--- src/rtl/ripple_decade.sv ---
module ripple_decade #(
  parameter bit         LINK_SECTIONS = 1'b1,
  parameter bit         FB_CLEAR      = 1'b0,
  parameter logic [3:0] FB_STATE      = 4'd9,
  parameter bit         TWO_DECADES   = 1'b0
) (
  input  logic       clk,
  input  logic       rst_n,
  input  logic       tick_a,
  input  logic       tick_b,
  input  logic       clr0_a,
  input  logic       clr0_b,
  input  logic       set9_a,
  input  logic       set9_b,
  output logic [3:0] q_units,
  output logic [3:0] q_tens
);

  localparam logic [2:0] QUINT_TOP = 3'd4;
  localparam logic [3:0] NINE      = 4'd9;

  logic       force9, force0;
  logic       qa_r;
  logic [2:0] quint_r;
  logic       fb_hit;
  logic       base_a;
  logic [2:0] base_q;
  logic       quint_step;
  logic       next_a;
  logic [2:0] next_q;

  assign force9 = set9_a & set9_b;
  assign force0 = clr0_a & clr0_b & ~force9;

  assign fb_hit = FB_CLEAR && ({quint_r, qa_r} == FB_STATE);

  assign base_a = fb_hit ? 1'b0 : qa_r;
  assign base_q = fb_hit ? 3'd0 : quint_r;

  assign quint_step = LINK_SECTIONS ? (tick_a & base_a) : tick_b;

  assign next_a = tick_a ? ~base_a : base_a;

  always_comb begin
    next_q = base_q;
    if (quint_step)
      next_q = (base_q >= QUINT_TOP) ? 3'd0 : 3'(base_q + 3'd1);
  end

  always_ff @(posedge clk or negedge rst_n) begin
    if (!rst_n) begin
      qa_r    <= 1'b0;
      quint_r <= 3'd0;
    end else if (force9) begin
      qa_r    <= 1'b1;
      quint_r <= QUINT_TOP;
    end else if (force0) begin
      qa_r    <= 1'b0;
      quint_r <= 3'd0;
    end else begin
      qa_r    <= next_a;
      quint_r <= next_q;
    end
  end

  assign q_units = force9            ? NINE :
                   (force0 | fb_hit) ? 4'd0 : {quint_r, qa_r};

  generate
    if (TWO_DECADES) begin : g_tens
      logic [3:0] tens_r;
      logic       qd_prev;
      logic       tens_step;

      assign tens_step = qd_prev & ~q_units[3];

      always_ff @(posedge clk or negedge rst_n) begin
        if (!rst_n) begin
          tens_r  <= 4'd0;
          qd_prev <= 1'b0;
        end else begin
          qd_prev <= (force9 | force0) ? 1'b0 : q_units[3];
          if (force9)
            tens_r <= NINE;
          else if (force0)
            tens_r <= 4'd0;
          else if (tens_step)
            tens_r <= (tens_r >= NINE) ? 4'd0 : 4'(tens_r + 4'd1);
        end
      end

      assign q_tens = force9 ? NINE : force0 ? 4'd0 : tens_r;
    end else begin : g_no_tens
      assign q_tens = 4'd0;
    end
  endgenerate

endmodule


--- config.mk ---
export PLATFORM = sky130hd
export DESIGN_NAME = ripple_decade
export DESIGN_NICKNAME = d
export VERILOG_FILES = /design/src/rtl/ripple_decade.sv
export SDC_FILE = /design/constraint.sdc
export NUM_CORES = 1
export LEC_CHECK = 0
export BUFFER_PORTS_ARGS = -buffer_cell sky130_fd_sc_hd__buf_2
export CELL_PAD_IN_SITES_DETAIL_PLACEMENT = 1
export CELL_PAD_IN_SITES_GLOBAL_PLACEMENT = 1
export CORE_AREA = 3 3 40 42
export DETAILED_ROUTE_END_ITERATION = 16
export DIE_AREA = 0 0 43 45
export PLACE_DENSITY_LB_ADDON = 0.1
export SYNTH_ARGS = -nofsm -noshare
export SYNTH_HDL_FRONTEND = slang
export SYNTH_SLANG_ARGS = --single-unit
--- constraint.sdc ---
create_clock -name clk -period 1.3 [get_ports clk]
set_clock_uncertainty 0.1 [all_clocks]
set_input_delay 0.13 -clock clk [delete_from_list [all_inputs] [get_ports clk]]
set_output_delay 0.13 -clock clk [all_outputs]
set_load 0.005 [all_outputs]
Yosys cells after proc, flatten, opt, wreduce, memory -nomap -nowiden
Index checks and enable logic that the tools add are counted.

operators by class
  add/sub/neg operators = 1
  muxes and demuxes = 9
  order comparisons = 1
  bitwise gates (word level) = 6
  reductions and logical operators = 2

operators with widths
  kind                                                       count
  two-way mux 3 bit                                          4
  two-way mux 4 bit                                          2
  nonzero test 3 bit                                         2
  AND 1 bit                                                  4
  adder 3 x 1 -> 3 bit (second input constant)               1
  greater-or-equal comparator 3 bit (second input constant)  1
  two-way mux 1 bit                                          3
  inverter 1 bit                                             2

word-level totals
  output and inout bits = 8
  input port bits = 8
  bits in registers = 4
  word-level logic and storage cells = 21

Logic depth before layout (Yosys ltp)
  word-level depth = 5
  depth in mapped cells = 4
  gate-level depth less buffers = 4

Least setup slack after synthesis
No wires, ideal clock.

  path type = register to register
  start = register quint_r[0], in the netlist base_q[0]
  end = register quint_r[2], in the netlist base_q[2]
  required time = 1.075 ns
  cell stages (with the launch flop) = 5
  setup slack = 0.160 ns
  data arrival time = 0.915 ns
  library setup time = 0.125 ns
  cell sequence = dfrtp_1 -> ha_1 -> and4b_1 -> a21oi_1 -> o21ai_1

between the ends
  longest elaborated chain between the ends = 5
  elaborated cells on any way between the ends = 6
  those cells by class = add/sub: 1; order compare: 1; mux: 4

RTL lines
  item                                                                       RTL line  text
  from (decl)                                                                24        logic [2:0] quint_r;
  from (signal assigned)                                                     62        quint_r <= next_q;
  adder 3 x 1 -> 3 bit or greater-or-equal comparator 3 bit (tied branches)  47        next_q = (base_q >= QUINT_TOP) ? 3'd0 : 3'(base_q + 3'd1);
  two-way mux 3 bit *                                                        47
  two-way mux 3 bit *                                                        46        if (quint_step)
  two-way mux 3 bit *                                                        57        end else if (force0) begin
  two-way mux 3 bit *                                                        54        end else if (force9) begin

Every way passes the cells marked *; elsewhere a longest branch is shown, timed or not. The select of a mux whose other input is x is not followed.
A chain may end at the register's enable or synchronous reset.

Worst setup path after layout
Ends and elaborated chain as after synthesis.

==> results.txt <==
routability congestion estimate: 0.654
grt total ovfl: 0
GR Layer Usage met1: 7.56%
wirelength, routed: 598 um
via/cell ratio: 4.08
Synth-to-Final Area Change: 32.3%
Arrival @ worst endpoint: 1220 ps
synth top area cells: dfrtp_1 36%, nand2_1 12%, buf_4 11%
Post-CTS Resized: 0
fill cell count: 169
power per cell area: 1090 mW/mm2
crit-path max FO: 3
syn_area_per_cell: 7.97 um2
max-slew violation count: 0
GRT Max-Usage Layer: met2
fmax: 0.829 GHz
Crit. End Element: flop
Post-Synth Simple-Gate Area: 26.5%
first-pass GRT wire length: 1010 um
Iter 0 DRT Violations: 0
Hold Path Depth: 3
Total Power: 0.403 mW
mux contribution to synthesized area: 3.59%
RSZ-0062 raised after global routing: false
worst vdd rail ir drop: 0.436 mV
Synth cell types: 15
area used by multi-input combinational logic: 153 um2
Cell Area, Synth: 279 um2
GR Util All Layers: 7.44%
wire per inst: 9.34 um
final hold viol count: 0
io pins: 16
post-route minimum period: 1210 ps
Worst setup SP type: flop
largest net degree at the start of global routing: 6
final setup vio count: 0
H-tree depth: 1
layout net count: 61
Die Width: 43 um
Synth Area in Adders: 8.97%
core area: 0.00128 mm2
post-route ant nets: 0
clk sinks: 4
Vias: 261
CTS tree: yes
Site Rows: 13
ANT cells: 0
DR DRC count: 0
post-synth top area share: 35.9%
Die Area: 0.00194 mm2
Max Cap Viol: 0
leading area contributor after synthesis: dfrtp_1
number of synthesized register bits: 4
root buf cell: clkbuf_4
grt met3 use: 3.59%
clk slew on worst S/H paths: 40 ps
detailed placer's ending HPWL: 484 um
GR Util met2: 12.0%
Die Span Y: 45 um
initial core utilization: 21.7%
clock buffer count from CTS: 3
Critical Path RT: 1310 ps
CTS max path bufs: 2
Lkg Pwr: 0.207 nW
post-synthesis compound-gate area fraction: 7.17%
reg2reg path depth: 4
HP Class: in2reg
largest family of logic cells by synthesized area: simple AND/OR/NAND/NOR gates
vias in the first global route: 258
DRT Pass-1 Iters: 1
Port Buf Inserts: 10
WS Path Type: reg2reg
antenna violations before repair: 0
Setup TNS: 0 ps
Reg area: 100 um2
sequential area share after synthesis: 35.9%
Post-Synth XOR/XNOR Area: 3.14%
Syn Inst Count: 35
status: finished clean
Yosys warning count: 0
crit share post-route: 92.8%
Worst-Skew Late Latency: 230 ps
layout cell share with drive strength beyond 1: 28.6%
==> synth_stat cells, drive strengths merged <==
cell and instances:
o21ai 2, xnor2 1, ha 2, and2 1, dfrtp 4, conb 1, nand4b 1, mux2i 1
and4b 1, a21oi 2, nor2 4, buf 4, nand2 9, inv 2
==> critical path: stages (launching register included) <==
cell	delay (ps)
dfrtp_1	390
ha_1	200
and4b_1	190
a21oi_1	130
o21ai_1	70
==> worst paths after layout <==
check | startpoint | endpoint | slack [ps]
setup / recovery | base_q[0]$_DFFE_PN0P_ | base_q[2]$_DFFE_PN0P_ | 90
hold / removal | set9_b | base_q[2]$_DFFE_PN0P_ | 110
setup reg to reg | base_q[0]$_DFFE_PN0P_ | base_q[2]$_DFFE_PN0P_ | 90
hold reg to reg | base_q[1]$_DFFE_PN0P_ | base_q[1]$_DFFE_PN0P_ | 470
max in group asynchronous | rst_n | base_q[1]$_DFFE_PN0P_ | 850
min in group asynchronous | rst_n | base_q[2]$_DFFE_PN0P_ | 140
==> layout make-up <==
class | instances | area share [%]
clock buffers | 3 | 6.10
inverters | 2 | 2.03
multi-input cells | 28 | 41.4
flip-flops and latches | 4 | 27.1
well taps | 15 | 5.08
repair buffers | 12 | 18.3
==> flip-flops by register name (all words and copies together) (netlist names) <==
register,flops
base_a,1
base_q,3
==> layer usage <==
layer,vias up,routed length (um)
met5,-,0
met4,0,8
met3,2,45
met2,10,287
met1,118,258
li1,131,-
==> placed cells by master, fill, tap and decap left out <==
cell type,Yosys,routed
buf_2,0,10
nand2_1,9,9
nor2_1,4,4
conb_1,1,4
dfrtp_1,4,4
clkbuf_4,0,3
inv_1,2,2
a21oi_1,2,2
ha_1,2,2
and2_1,1,1
and4b_1,1,1
o21ai_1,1,1
mux2i_1,1,1
nand4b_1,1,1
xnor2_1,1,1
o21ai_0,1,1
dlygate4sd3_1,0,1
buf_4,4,1
==> power breakdown <==
part / total, mW / switching (mW) / leakage, nW / internal, mW
logic: 0.0928 / 0.0460 / 0.142 / 0.0468
clock network: 0.151 / 0.0479 / 0.0138 / 0.103
registers: 0.159 / 0.0184 / 0.0509 / 0.141
==> through the flow <==
stage	setup slack, ps	util, %	area [um2]	instances	hold slack (ps)
2_1_floorplan	160	-	290	38	-266
3_3_place_gp	56.1	25.6	329	59	-167
3_5_place_dp	75.4	25.6	329	59	-161
4_1_cts	57.7	28.1	362	63	110
5_1_grt	7.66	28.7	369	64	124
6_report	93.3	28.7	369	64	110
==> logic make-up (layout without fill, tap and decap cells) <==
family | after synthesis | count (layout)
buffers and inverters | 6 | 17
adder cells (fa/ha/maj) | 2 | 2
AND/OR/NAND/NOR | 16 | 16
flip-flops | 4 | 4
AO/OA/AOI/OAI | 4 | 4
multiplexers | 1 | 1
XOR/XNOR | 1 | 1
other | 1 | 4
==> repair_timing <==
action	4_1_cts	5_1_grt
hold buffers	1	0
hold endpoints to repair	4	0
setup endpoints to repair	0	1
setup buffers	0	1
No activity file was read; power rests on OpenSTA's default activity.
